--- src/rtl/pdm_mode_pkg.sv ---
package pdm_mode_pkg;
  typedef enum logic [1:0] {
    MODE_PDOWN = 2'b00,
    MODE_MUTE  = 2'b01,
    MODE_OPER  = 2'b10,
    MODE_FAULT = 2'b11
  } mode_e;

  localparam int unsigned BYTE_W        = 8;
  localparam logic [7:0]  PDOWN_PATTERN = 8'hAC;
  localparam logic [7:0]  MUTE_PATTERN  = 8'h66;
endpackage

--- src/rtl/pdm_front.sv ---
module pdm_front #(
  parameter int unsigned LOSS_CYCLES = 64
) (
  input  logic ref_clk,
  input  logic rst_n,
  input  logic pdm_clk,
  input  logic pdm_data,
  output logic bit_stb,
  output logic bit_val,
  output logic clk_lost
);
  localparam int unsigned GW = (LOSS_CYCLES > 1) ? $clog2(LOSS_CYCLES) : 1;
  localparam logic [GW-1:0] GAP_LAST = GW'(LOSS_CYCLES - 1);

  logic [2:0]    clk_sync;
  logic [1:0]    dat_sync;
  logic [GW-1:0] gap_cnt;
  logic          any_edge;

  always_ff @(posedge ref_clk or negedge rst_n) begin
    if (!rst_n) begin
      clk_sync <= '0;
      dat_sync <= '0;
    end else begin
      clk_sync <= {clk_sync[1:0], pdm_clk};
      dat_sync <= {dat_sync[0], pdm_data};
    end
  end

  assign bit_stb  = clk_sync[1] & ~clk_sync[2];
  assign bit_val  = dat_sync[1];
  assign any_edge = clk_sync[1] ^ clk_sync[2];

  always_ff @(posedge ref_clk or negedge rst_n) begin
    if (!rst_n) begin
      gap_cnt  <= '0;
      clk_lost <= 1'b1;
    end else if (any_edge) begin
      gap_cnt  <= '0;
      clk_lost <= 1'b0;
    end else if (gap_cnt == GAP_LAST) begin
      clk_lost <= 1'b1;
    end else begin
      gap_cnt <= gap_cnt + 1'b1;
    end
  end
endmodule

--- src/rtl/pdm_byte_framer.sv ---
module pdm_byte_framer #(
  parameter int unsigned BYTE_W = 8
) (
  input  logic              ref_clk,
  input  logic              rst_n,
  input  logic              bit_stb,
  input  logic              bit_val,
  input  logic              resync,
  output logic              byte_vld,
  output logic [BYTE_W-1:0] byte_data
);
  localparam int unsigned CW = $clog2(BYTE_W);
  localparam logic [CW-1:0] LAST_BIT = CW'(BYTE_W - 1);

  logic [CW-1:0]     bit_cnt;
  logic [BYTE_W-1:0] shreg;
  logic [BYTE_W-1:0] shnext;

  assign shnext = {shreg[BYTE_W-2:0], bit_val};

  always_ff @(posedge ref_clk or negedge rst_n) begin
    if (!rst_n) begin
      bit_cnt   <= '0;
      shreg     <= '0;
      byte_vld  <= 1'b0;
      byte_data <= '0;
    end else begin
      byte_vld <= 1'b0;
      if (bit_stb) begin
        shreg   <= shnext;
        bit_cnt <= (bit_cnt == LAST_BIT) ? '0 : bit_cnt + 1'b1;
        if (bit_cnt == LAST_BIT) begin
          byte_vld  <= 1'b1;
          byte_data <= shnext;
        end
      end else if (resync) begin
        bit_cnt <= '0;
      end
    end
  end
endmodule

--- src/rtl/pdm_run_detect.sv ---
module pdm_run_detect #(
  parameter int unsigned BYTE_W  = 8,
  parameter logic [7:0]  PATTERN = 8'hAC,
  parameter int unsigned RUN_LEN = 128
) (
  input  logic              ref_clk,
  input  logic              rst_n,
  input  logic              byte_vld,
  input  logic [BYTE_W-1:0] byte_data,
  output logic              active
);
  localparam int unsigned CW = $clog2(RUN_LEN + 1);
  localparam logic [CW-1:0] CNT_MAX = CW'(RUN_LEN);

  logic [CW-1:0] run_cnt;

  always_ff @(posedge ref_clk or negedge rst_n) begin
    if (!rst_n) begin
      run_cnt <= '0;
    end else if (byte_vld) begin
      if (byte_data == BYTE_W'(PATTERN)) begin
        if (run_cnt != CNT_MAX) run_cnt <= run_cnt + 1'b1;
      end else begin
        run_cnt <= '0;
      end
    end
  end

  assign active = (run_cnt == CNT_MAX);
endmodule

--- src/rtl/pdm_mode_ctrl.sv ---
module pdm_mode_ctrl
  import pdm_mode_pkg::*;
#(
  parameter int unsigned PDOWN_RUN   = 128,
  parameter int unsigned MUTE_RUN    = 32,
  parameter int unsigned LOSS_CYCLES = 64
) (
  input  logic       ref_clk,
  input  logic       rst_n,
  input  logic       pdm_clk,
  input  logic       pdm_data,
  input  logic       fault_in,
  output logic [1:0] mode,
  output logic       out_en,
  output logic       mode_chg
);
  logic              bit_stb;
  logic              bit_val;
  logic              clk_lost;
  logic              byte_vld;
  logic [BYTE_W-1:0] byte_data;
  logic              pdown_active;
  logic              mute_active;
  logic              fault_hold;
  logic              fault_armed;
  mode_e             mode_q;
  mode_e             mode_d;

  pdm_front #(.LOSS_CYCLES(LOSS_CYCLES)) u_front (
    .ref_clk (ref_clk),
    .rst_n   (rst_n),
    .pdm_clk (pdm_clk),
    .pdm_data(pdm_data),
    .bit_stb (bit_stb),
    .bit_val (bit_val),
    .clk_lost(clk_lost)
  );

  pdm_byte_framer #(.BYTE_W(BYTE_W)) u_framer (
    .ref_clk  (ref_clk),
    .rst_n    (rst_n),
    .bit_stb  (bit_stb),
    .bit_val  (bit_val),
    .resync   (clk_lost),
    .byte_vld (byte_vld),
    .byte_data(byte_data)
  );

  pdm_run_detect #(
    .BYTE_W(BYTE_W), .PATTERN(PDOWN_PATTERN), .RUN_LEN(PDOWN_RUN)
  ) u_pdown_run (
    .ref_clk  (ref_clk),
    .rst_n    (rst_n),
    .byte_vld (byte_vld),
    .byte_data(byte_data),
    .active   (pdown_active)
  );

  pdm_run_detect #(
    .BYTE_W(BYTE_W), .PATTERN(MUTE_PATTERN), .RUN_LEN(MUTE_RUN)
  ) u_mute_run (
    .ref_clk  (ref_clk),
    .rst_n    (rst_n),
    .byte_vld (byte_vld),
    .byte_data(byte_data),
    .active   (mute_active)
  );

  // Fault is released at the second byte boundary after the input drops.
  always_ff @(posedge ref_clk or negedge rst_n) begin
    if (!rst_n) begin
      fault_hold  <= 1'b0;
      fault_armed <= 1'b0;
    end else if (fault_in) begin
      fault_hold  <= 1'b1;
      fault_armed <= 1'b0;
    end else if (fault_hold && byte_vld) begin
      if (fault_armed) begin
        fault_hold  <= 1'b0;
        fault_armed <= 1'b0;
      end else begin
        fault_armed <= 1'b1;
      end
    end
  end

  always_comb begin
    if (fault_in || fault_hold) mode_d = MODE_FAULT;
    else if (clk_lost)          mode_d = MODE_PDOWN;
    else if (pdown_active)      mode_d = MODE_PDOWN;
    else if (mute_active)       mode_d = MODE_MUTE;
    else                        mode_d = MODE_OPER;
  end

  always_ff @(posedge ref_clk or negedge rst_n) begin
    if (!rst_n) begin
      mode_q   <= MODE_PDOWN;
      out_en   <= 1'b0;
      mode_chg <= 1'b0;
    end else begin
      mode_q   <= mode_d;
      out_en   <= (mode_d == MODE_OPER);
      mode_chg <= (mode_d != mode_q);
    end
  end

  assign mode = mode_q;
endmodule

--- config.mk ---
export PLATFORM = sky130hd
export DESIGN_NAME = pdm_mode_ctrl
export DESIGN_NICKNAME = d
export VERILOG_FILES = /design/src/rtl/pdm_mode_pkg.sv /design/src/rtl/pdm_front.sv /design/src/rtl/pdm_byte_framer.sv /design/src/rtl/pdm_run_detect.sv /design/src/rtl/pdm_mode_ctrl.sv
export SDC_FILE = /design/constraint.sdc
export NUM_CORES = 1
export LEC_CHECK = 0
export CAP_MARGIN = 20
export CORE_ASPECT_RATIO = 1.4
export CORE_UTILIZATION = 39
export CTS_CLUSTER_DIAMETER = 80
export CTS_CLUSTER_SIZE = 14
export DETAILED_ROUTE_END_ITERATION = 8
export DONT_BUFFER_PORTS = 1
export PLACE_DENSITY_LB_ADDON = 0.25
export SLEW_MARGIN = 0
export SYNTH_ARGS = -nofsm -noshare
export SYNTH_HDL_FRONTEND = slang
export SYNTH_HIERARCHICAL = 1
export SYNTH_SLANG_ARGS = --single-unit
--- constraint.sdc ---
create_clock -name ref_clk -period 1.9 [get_ports ref_clk]
set_input_delay 0.19 -clock ref_clk [delete_from_list [all_inputs] [get_ports ref_clk]]
set_output_delay 0.19 -clock ref_clk [all_outputs]
set_load 0.03 [all_outputs]
==> impl_metrics.json, run 1 <==
{
  "outcome": "finished, final reports clean",
  "postSynthNetCount": 220,
  "placeableCoreArea_sq_um": 5900,
  "power.share.sequential": 0.601,
  "hpwl_mm": 2.81,
  "layout_worst_path_cycle_share": 0.894,
  "clk_lat_worst_skew_ns": 0.30,
  "dr.first_iter.drc_count": 75,
  "setup.worst_path.start": "u_framer/byte_data[6]",
  "cts-htree-levels": 2,
  "route.detailed.wl_per_inst_microns": 14.3,
  "worst_ep_arrival_time_ns": 1.92,
  "vdd_drop_max_v": 0.000613,
  "criticalPathCategory": "reg2reg",
  "skew_ns": 0.00642,
  "row_count": 33,
  "max_cap_viol_count": 0,
  "synth_top_cell_area_share": 0.517,
  "vias": 1593,
  "ys_warn_count": 6,
  "critical_path.max_stage_delay_ns": 0.57,
  "finalNetCount": 230,
  "clockRootBuffer": "clkbuf_8",
  "cts_post_setup_buffers_inserted": 0,
  "worst_r2r_startpoint": "u_framer/byte_data[6]",
  "power_switching_w": 0.000566,
  "clkSinkCount": 51,
  "synth.area.top_cells": "dfrtp_1 52%, mux2_2 7.4%, ha_1 4.1%, inv_1 2.5%, nand2_1 2.2%",
  "postRouteWirelength_mm": 4.11,
  "synth_top_family_by_area": "simple AND/OR/NAND/NOR gates",
  "p_leak_nw": 1.14,
  "tritoncts.num_buffers": 5,
  "post-place-cells": 275,
  "startpoint_types": "flop",
  "rsz0062_at_grt": "false",
  "worstPathRequired_ns": 2.12,
  "syn-instance-count": 207,
  "clock_tree_from_tritoncts": "done",
  "syn-cell-area_sq_um": 2420,
  "layout-drive-gt1-share": 0.202,
  "synth_ff_type": "dfrtp_1",
  "slowest_stage": "or4b_4",
  "clkTransAtPathRegs_ns": 0.09,
  "worstPathCellList": "or4b_4, nor2_1, nand3_1, o21ai_0",
  "fp.dieArea_sq_um": 6530,
  "proportion_of_synthesized_area_in_mux_cells": 0.0910,
  "ys_ff_latch": 51,
  "end_kind": "flop",
  "antenna_found_initial": 0,
  "power_density_nw_per_um2": 843,
  "worstPathBufferInverterCount": 0,
  "postRouteAntennaNets": 0,
  "synth_simple_gate_area_frac": 0.178,
  "starting_density_of_the_core": 0.410,
  "worst_hold_path_type": "in2reg",
  "post_cts.resized_instances": 0,
  "vias_in_the_first_global_route": 1642,
  "detail_route.vias_per_cell": 5.53,
  "setup_violations": 0,
  "overflow": 0,
  "first_pass_iters": 5,
  "yosysUniqueCellTypes": 51,
  "hold_viol_final": 0,
  "io-pin-count": 9,
  "share_clk_of_total_power": 0.271,
  "hold_path.startpoint": "fault_in",
  "grt_first_pass_wirelength_mm": 7.51,
  "synthesis.area_per_instance_sq_um": 11.7,
  "worst_case_register_to_register_setup_slack_ns": 0.20,
  "final_cells": 288,
  "die_y_microns": 95.2,
  "synth_compound_area_frac": 0.121,
  "worst_pin_slew_ns": 0.547,
  "internal_pwr_total_w": 0.00167,
  "cts_buffer_depth": 2,
  "synth-edff-count": 0,
  "slew-limit-headroom": 0.635,
  "crit_family": "simple AND/OR/NAND/NOR gates",
  "crit_path_max_fanout": 5,
  "post-route-drc-count": 0,
  "grt_start_max_net_pins": 52,
  "grt.total_usage": 0.154,
  "synth_xor_xnor_area_share": 0.00724,
  "finalSetupTns_ns": 0,
  "die-width_microns": 68.6,
  "synth.largest_area_cell": "dfrtp_1",
  "antenna_cells_inserted": 0,
  "total_of_buffers_placed_on_input_and_output_ports": 0,
  "synth-async-reset-ratio": 1.00,
  "routabilityCongestion": 0.825,
  "area.growth.synth_to_final_pct": 9.51,
  "comb_power_share": 0.128,
  "fraction_of_the_yosys_area_taken_by_sequential_cells": 0.528,
  "p_sw_frac": 0.253,
  "finish.utilization": 0.449,
  "synth_fa_ha_area_frac": 0.0413,
  "fmax_mhz": 589,
  "final_period_minus_worst_setup_slack_ns": 1.70,
  "slew_violations": 0
}
[Yosys cell counts, types with 2 or more instances]
cell / instances
inv_1: 16
nor3_1: 5
buf_2: 2
nand4_1: 5
nand3_1: 6
a41oi_1: 3
dfrtp_1: 50
and3_4: 2
o31ai_1: 3
nor2b_1: 2
ha_1: 8
o31ai_2: 2
mux2_2: 16
mux2i_1: 4
nor2_1: 7
nand2b_1: 5
and3_1: 4
a31oi_1: 2
and4b_1: 2
nor4_1: 2
and4bb_2: 2
or2_4: 2
o22ai_1: 5
o21ai_0: 6
a211oi_1: 2
nand2_1: 14
o21a_1: 2
a21oi_1: 5
[logic make-up after synthesis]
| family | count (synthesis) |
|---|---|
| xor+xnor | 2 |
| flops | 51 |
| compound gates | 38 |
| simple gates | 68 |
| buf+inv | 20 |
| fa+ha+maj | 8 |
| mux | 20 |
[area by class of cell]
class,count,area [sq um]
clock buffers,7,76.3
clock inverters,1,5.00
fillers,560,3250
inverters,16,60.1
multi-input cells,136,1060
flip-flops and latches,51,1280
well taps,70,87.6
repair buffers,7,82.6
[registers in the layout (all words and copies together), names as in the netlist, 2 cells and up]
signal	cells
u_front/gap_cnt	6
u_mute_run/run_cnt	6
u_framer/bit_cnt	3
u_framer/shreg	7
u_front/clk_sync	3
u_pdown_run/run_cnt	8
u_framer/byte_data	8
mode	2
u_front/dat_sync	2
[worst register-to-register path, cell delays in order, from the launching register on]
cell	delay (ns)
dfrtp_1	0.39
or4b_4	0.57
nor2_1	0.29
nand3_1	0.17
o21ai_0	0.20
[stage by stage]
stage / hold slack [ns] / power, W / worst slack, ns / area [sq um]
2_1_floorplan: -0.106 / 0.00156 / 0.331 / 2420
3_3_place_gp: -0.104 / 0.00161 / 0.244 / 2500
3_5_place_dp: -0.104 / 0.00162 / 0.218 / 2500
4_1_cts: 0.0533 / 0.00227 / 0.196 / 2650
5_1_grt: 0.0597 / 0.00238 / 0.0951 / 2650
6_report: 0.0634 / 0.00224 / 0.202 / 2650
[final timing paths]
path | endpoint | cells past startpoint
worst max register to register | u_pdown_run/run_cnt[2] | 4
worst min-delay path | out_en | 2
worst max-delay path | u_pdown_run/run_cnt[2] | 4
min in group asynchronous | u_mute_run/run_cnt[2] | 2
max in group asynchronous | u_front/clk_lost | 2
worst min register to register | u_front/clk_sync[1] | 0
[per-layer routing]
layer  global-route usage  vias up  part of all wire
li1                     -      776                 -
met1                0.193      791              0.45
met2                0.257       22              0.52
met3               0.0287        4             0.023
met4               0.0590        0            0.0075
met5                    0        -                 0
[power by group through the flow]
| stage | clock network (W) | logic (W) | registers (W) |
|---|---|---|---|
| 3_3_place_gp | 0 | 0.000245 | 0.00136 |
| 6_report | 0.000607 | 0.000286 | 0.00134 |
| 3_5_place_dp | 0 | 0.000254 | 0.00137 |
| 4_1_cts | 0.000633 | 0.000290 | 0.00134 |
| 5_1_grt | 0.000679 | 0.000329 | 0.00137 |
| 2_1_floorplan | 0 | 0.000227 | 0.00133 |
[layout by cell type, fill, tap and decap left out, drive strengths merged, types with 4 or more instances in the layout]
master and instances:
inv 16, dfrtp 50, a21oi 5, ha 8, o22ai 5, nor2 7
nor3 5, dlygate4sd3 4, clkbuf 7, nand2b 5, o31ai 5, nand2 15
and3 6, o21ai 6, mux2 16, nand3 6, mux2i 4, nand4 5
[repair_timing]
action	in CTS	in global routing
endpoints found under the hold margin	56	0
endpoints found under the setup margin	0	0
hold buffers	5	0
Power figures use the tool's default switching activity.
==> run 2: changes to the inputs <==
CTS_CLUSTER_SIZE = 40   (was 14)
SYNTH_HIERARCHICAL = not set   (was 1)
==> run 2 against run 1 <==
  * Via count shrank 7.2%
  * Die area shrank 3.7%
  * Fmax rose by 7.0%
  * Non-clock buffer count did not move
  * Design area fell by 2.3%
  * Total power is 8.9% higher
  * Worst hold slack got worse by 0.032 ns
  * Clock skew down 0.00073 ns
  * Area after synthesis decreased by 3.8%
  * Largest cell class unchanged
  * Largest power group unchanged
==> impl_metrics.json, run 2 <==
{
  "outcome": "finished, final reports clean",
  "postRouteAntennaNets": 0,
  "synth_compound_area_frac": 0.0973,
  "die-width_microns": 67.3,
  "yosysUniqueCellTypes": 44,
  "post-route-drc-count": 0,
  "antenna_found_initial": 0,
  "top_regs": "u_framer.byte_data: 8 flops, u_pdown_run.run_cnt: 8 flops, u_framer.shreg: 7 flops",
  "overflow": 0,
  "vias_in_the_first_global_route": 1500,
  "clockRootBuffer": "clkbuf_8",
  "slew_violations": 0,
  "fp.dieArea_sq_um": 6290,
  "vdd_drop_max_v": 0.000774,
  "cts_post_setup_buffers_inserted": 0,
  "crit_path_max_fanout": 9,
  "synth.area.top_cells": "dfrtp_1 54%, mux2_2 7.3%, ha_1 4.3%, nand2_1 2.4%, nand3_1 2.1%",
  "criticalPathCategory": "reg2reg",
  "routabilityCongestion": 0.750,
  "synth_simple_gate_area_frac": 0.164,
  "ys_warn_count": 0,
  "final-seq-area_sq_um": 1280,
  "placeableCoreArea_sq_um": 5650,
  "starting_density_of_the_core": 0.412,
  "layout-drive-gt1-share": 0.151,
  "use_met3": 0.0305,
  "most-common-layout-cells": "50 x dfrtp_1, 15 x nand2_1, 15 x mux2_2",
  "final_period_minus_worst_setup_slack_ns": 1.59,
  "post-place-cells": 267,
  "cts-htree-levels": 2,
  "postSynthNetCount": 214,
  "synth_top_cell_area_share": 0.537,
  "final.fill_count": 504,
  "startpoint_types": "flop",
  "clkSinkCount": 51,
  "rsz0062_at_grt": "false",
  "final_cells": 280,
  "cts_buffer_depth": 2,
  "finalSetupTns_ns": 0,
  "end_kind": "flop",
  "io-pin-count": 9,
  "synth_top_family_by_area": "simple AND/OR/NAND/NOR gates",
  "worst_hold_path_type": "in2reg",
  "synth_xor_xnor_area_share": 0.0301,
  "grt_first_pass_wirelength_mm": 6.71,
  "ys_ff_latch": 51,
  "area.growth.synth_to_final_pct": 11.3,
  "hpwl_mm": 2.46,
  "skew_ns": 0.00569,
  "clkTransAtPathRegs_ns": 0.09,
  "power_density_nw_per_um2": 939,
  "fmax_mhz": 631,
  "postRouteWirelength_mm": 3.61,
  "dominant_cell_by_count_in_the_synthesized_netlist": "dfrtp_1",
  "grt_start_max_net_pins": 52,
  "synth-async-reset-ratio": 1.00,
  "synth.largest_area_cell": "dfrtp_1",
  "slew-limit-headroom": 0.749,
  "synth_fa_ha_area_frac": 0.0430,
  "synth-edff-count": 0,
  "p_leak_nw": 1.15,
  "syn-cell-area_sq_um": 2330,
  "route.detailed.wl_per_inst_microns": 12.9,
  "layout_worst_path_cycle_share": 0.835,
  "detail_route.vias_per_cell": 5.28,
  "synth_ff_type": "dfrtp_1",
  "layout_commonest_cell": "dfrtp_1",
  "grt.total_usage": 0.142,
  "setup_violations": 0,
  "worst_ep_arrival_time_ns": 1.78,
  "max_cap_viol_count": 0,
  "finalNetCount": 224,
  "synth_common_cells": "50 x dfrtp_1, 15 x mux2_2, 15 x nand2_1",
  "grt.met1_usage": 0.175,
  "fraction_of_the_yosys_area_taken_by_sequential_cells": 0.549,
  "first_pass_iters": 4,
  "finish.utilization": 0.459,
  "synthesis.area_per_instance_sq_um": 11.6,
  "proportion_of_synthesized_area_in_mux_cells": 0.0897,
  "global_route.peak_usage_layer": "met2",
  "row_count": 32,
  "antenna_cells_inserted": 0,
  "clk_lat_worst_skew_ns": 0.30,
  "dr.first_iter.drc_count": 61,
  "multi_input_area_sq_um": 988,
  "vias": 1478,
  "finalPower_w": 0.00243,
  "clock_tree_from_tritoncts": "done",
  "syn-instance-count": 201,
  "worst_hold_slack_ns": 0.0313,
  "worstPathRequired_ns": 2.09,
  "tritoncts.num_buffers": 5,
  "gr-usage-met2": 0.233,
  "total_of_buffers_placed_on_input_and_output_ports": 0,
  "worst_pin_slew_ns": 0.377,
  "die_y_microns": 93.4,
  "hold_viol_final": 0
}
==> run 2: where the power goes <==
group	switching, W	total (W)	leakage, nW	internal (W)
Sequential	0.000115	0.00136	0.656	0.00125
Clock	0.000359	0.000751	0.0581	0.000392
Combinational	0.000127	0.000320	0.432	0.000193
==> run 2: per-layer routing <==
layer  vias to the layer above  share of wire  wire length (microns)
met4                         0          0.020                     72
met2                        16           0.50                   1800
met1                       733           0.46                   1670
li1                        723              -                      -
met5                         -              0                      0
met3                         6          0.020                     73
==> run 2: logic make-up after synthesis <==
kind of cell / count (synthesis)
flops: 51
mux: 19
buf+inv: 16
simple gates: 68
compound gates: 31
fa+ha+maj: 8
xor+xnor: 8
==> run 2: stage by stage <==
step	cell area (sq um)	setup WS [ns]
after floorplan	2330	0.429
after global placement	2410	0.343
after detailed placement	2410	0.318
after CTS	2590	0.311
after global routing	2590	0.228
final	2590	0.314
==> run 2: repair_timing <==
action | 4_1_cts | 5_1_grt
hold buffers | 5 | 0
gates resized for setup | 0 | 0
endpoints found under the hold margin | 56 | 0
==> run 2: worst max-delay path, cell delays in order, from the launching register on <==
cell,delay [ns]
dfrtp_1,0.41
ha_1,0.21
ha_1,0.20
nand2_1,0.28
mux2_2,0.38
==> run 2: cell type report <==
type | count | share of cell area
Sequential cell | 51 | 0.493
Clock inverter | 3 | 0.0169
Inverter | 12 | 0.0174
Clock buffer | 5 | 0.0266
Multi-Input combinational cell | 134 | 0.381
Tap cell | 68 | 0.0328
Timing Repair Buffer | 7 | 0.0319
==> run 2: path summary, 6_finish.rpt <==
path / startpoint / to / slack, ns / cells past startpoint
max: u_framer.bit_cnt[0] / u_framer.byte_data[0] / 0.31 / 4
min: fault_in / mode[0] / 0.03 / 2
max reg2reg: u_framer.bit_cnt[0] / u_framer.byte_data[0] / 0.31 / 4
min reg2reg: u_front.clk_sync[0] / u_front.clk_sync[1] / 0.36 / 0
max in group asynchronous: rst_n / u_front.clk_lost / 1.24 / 2
min in group asynchronous: rst_n / fault_armed / 0.38 / 2
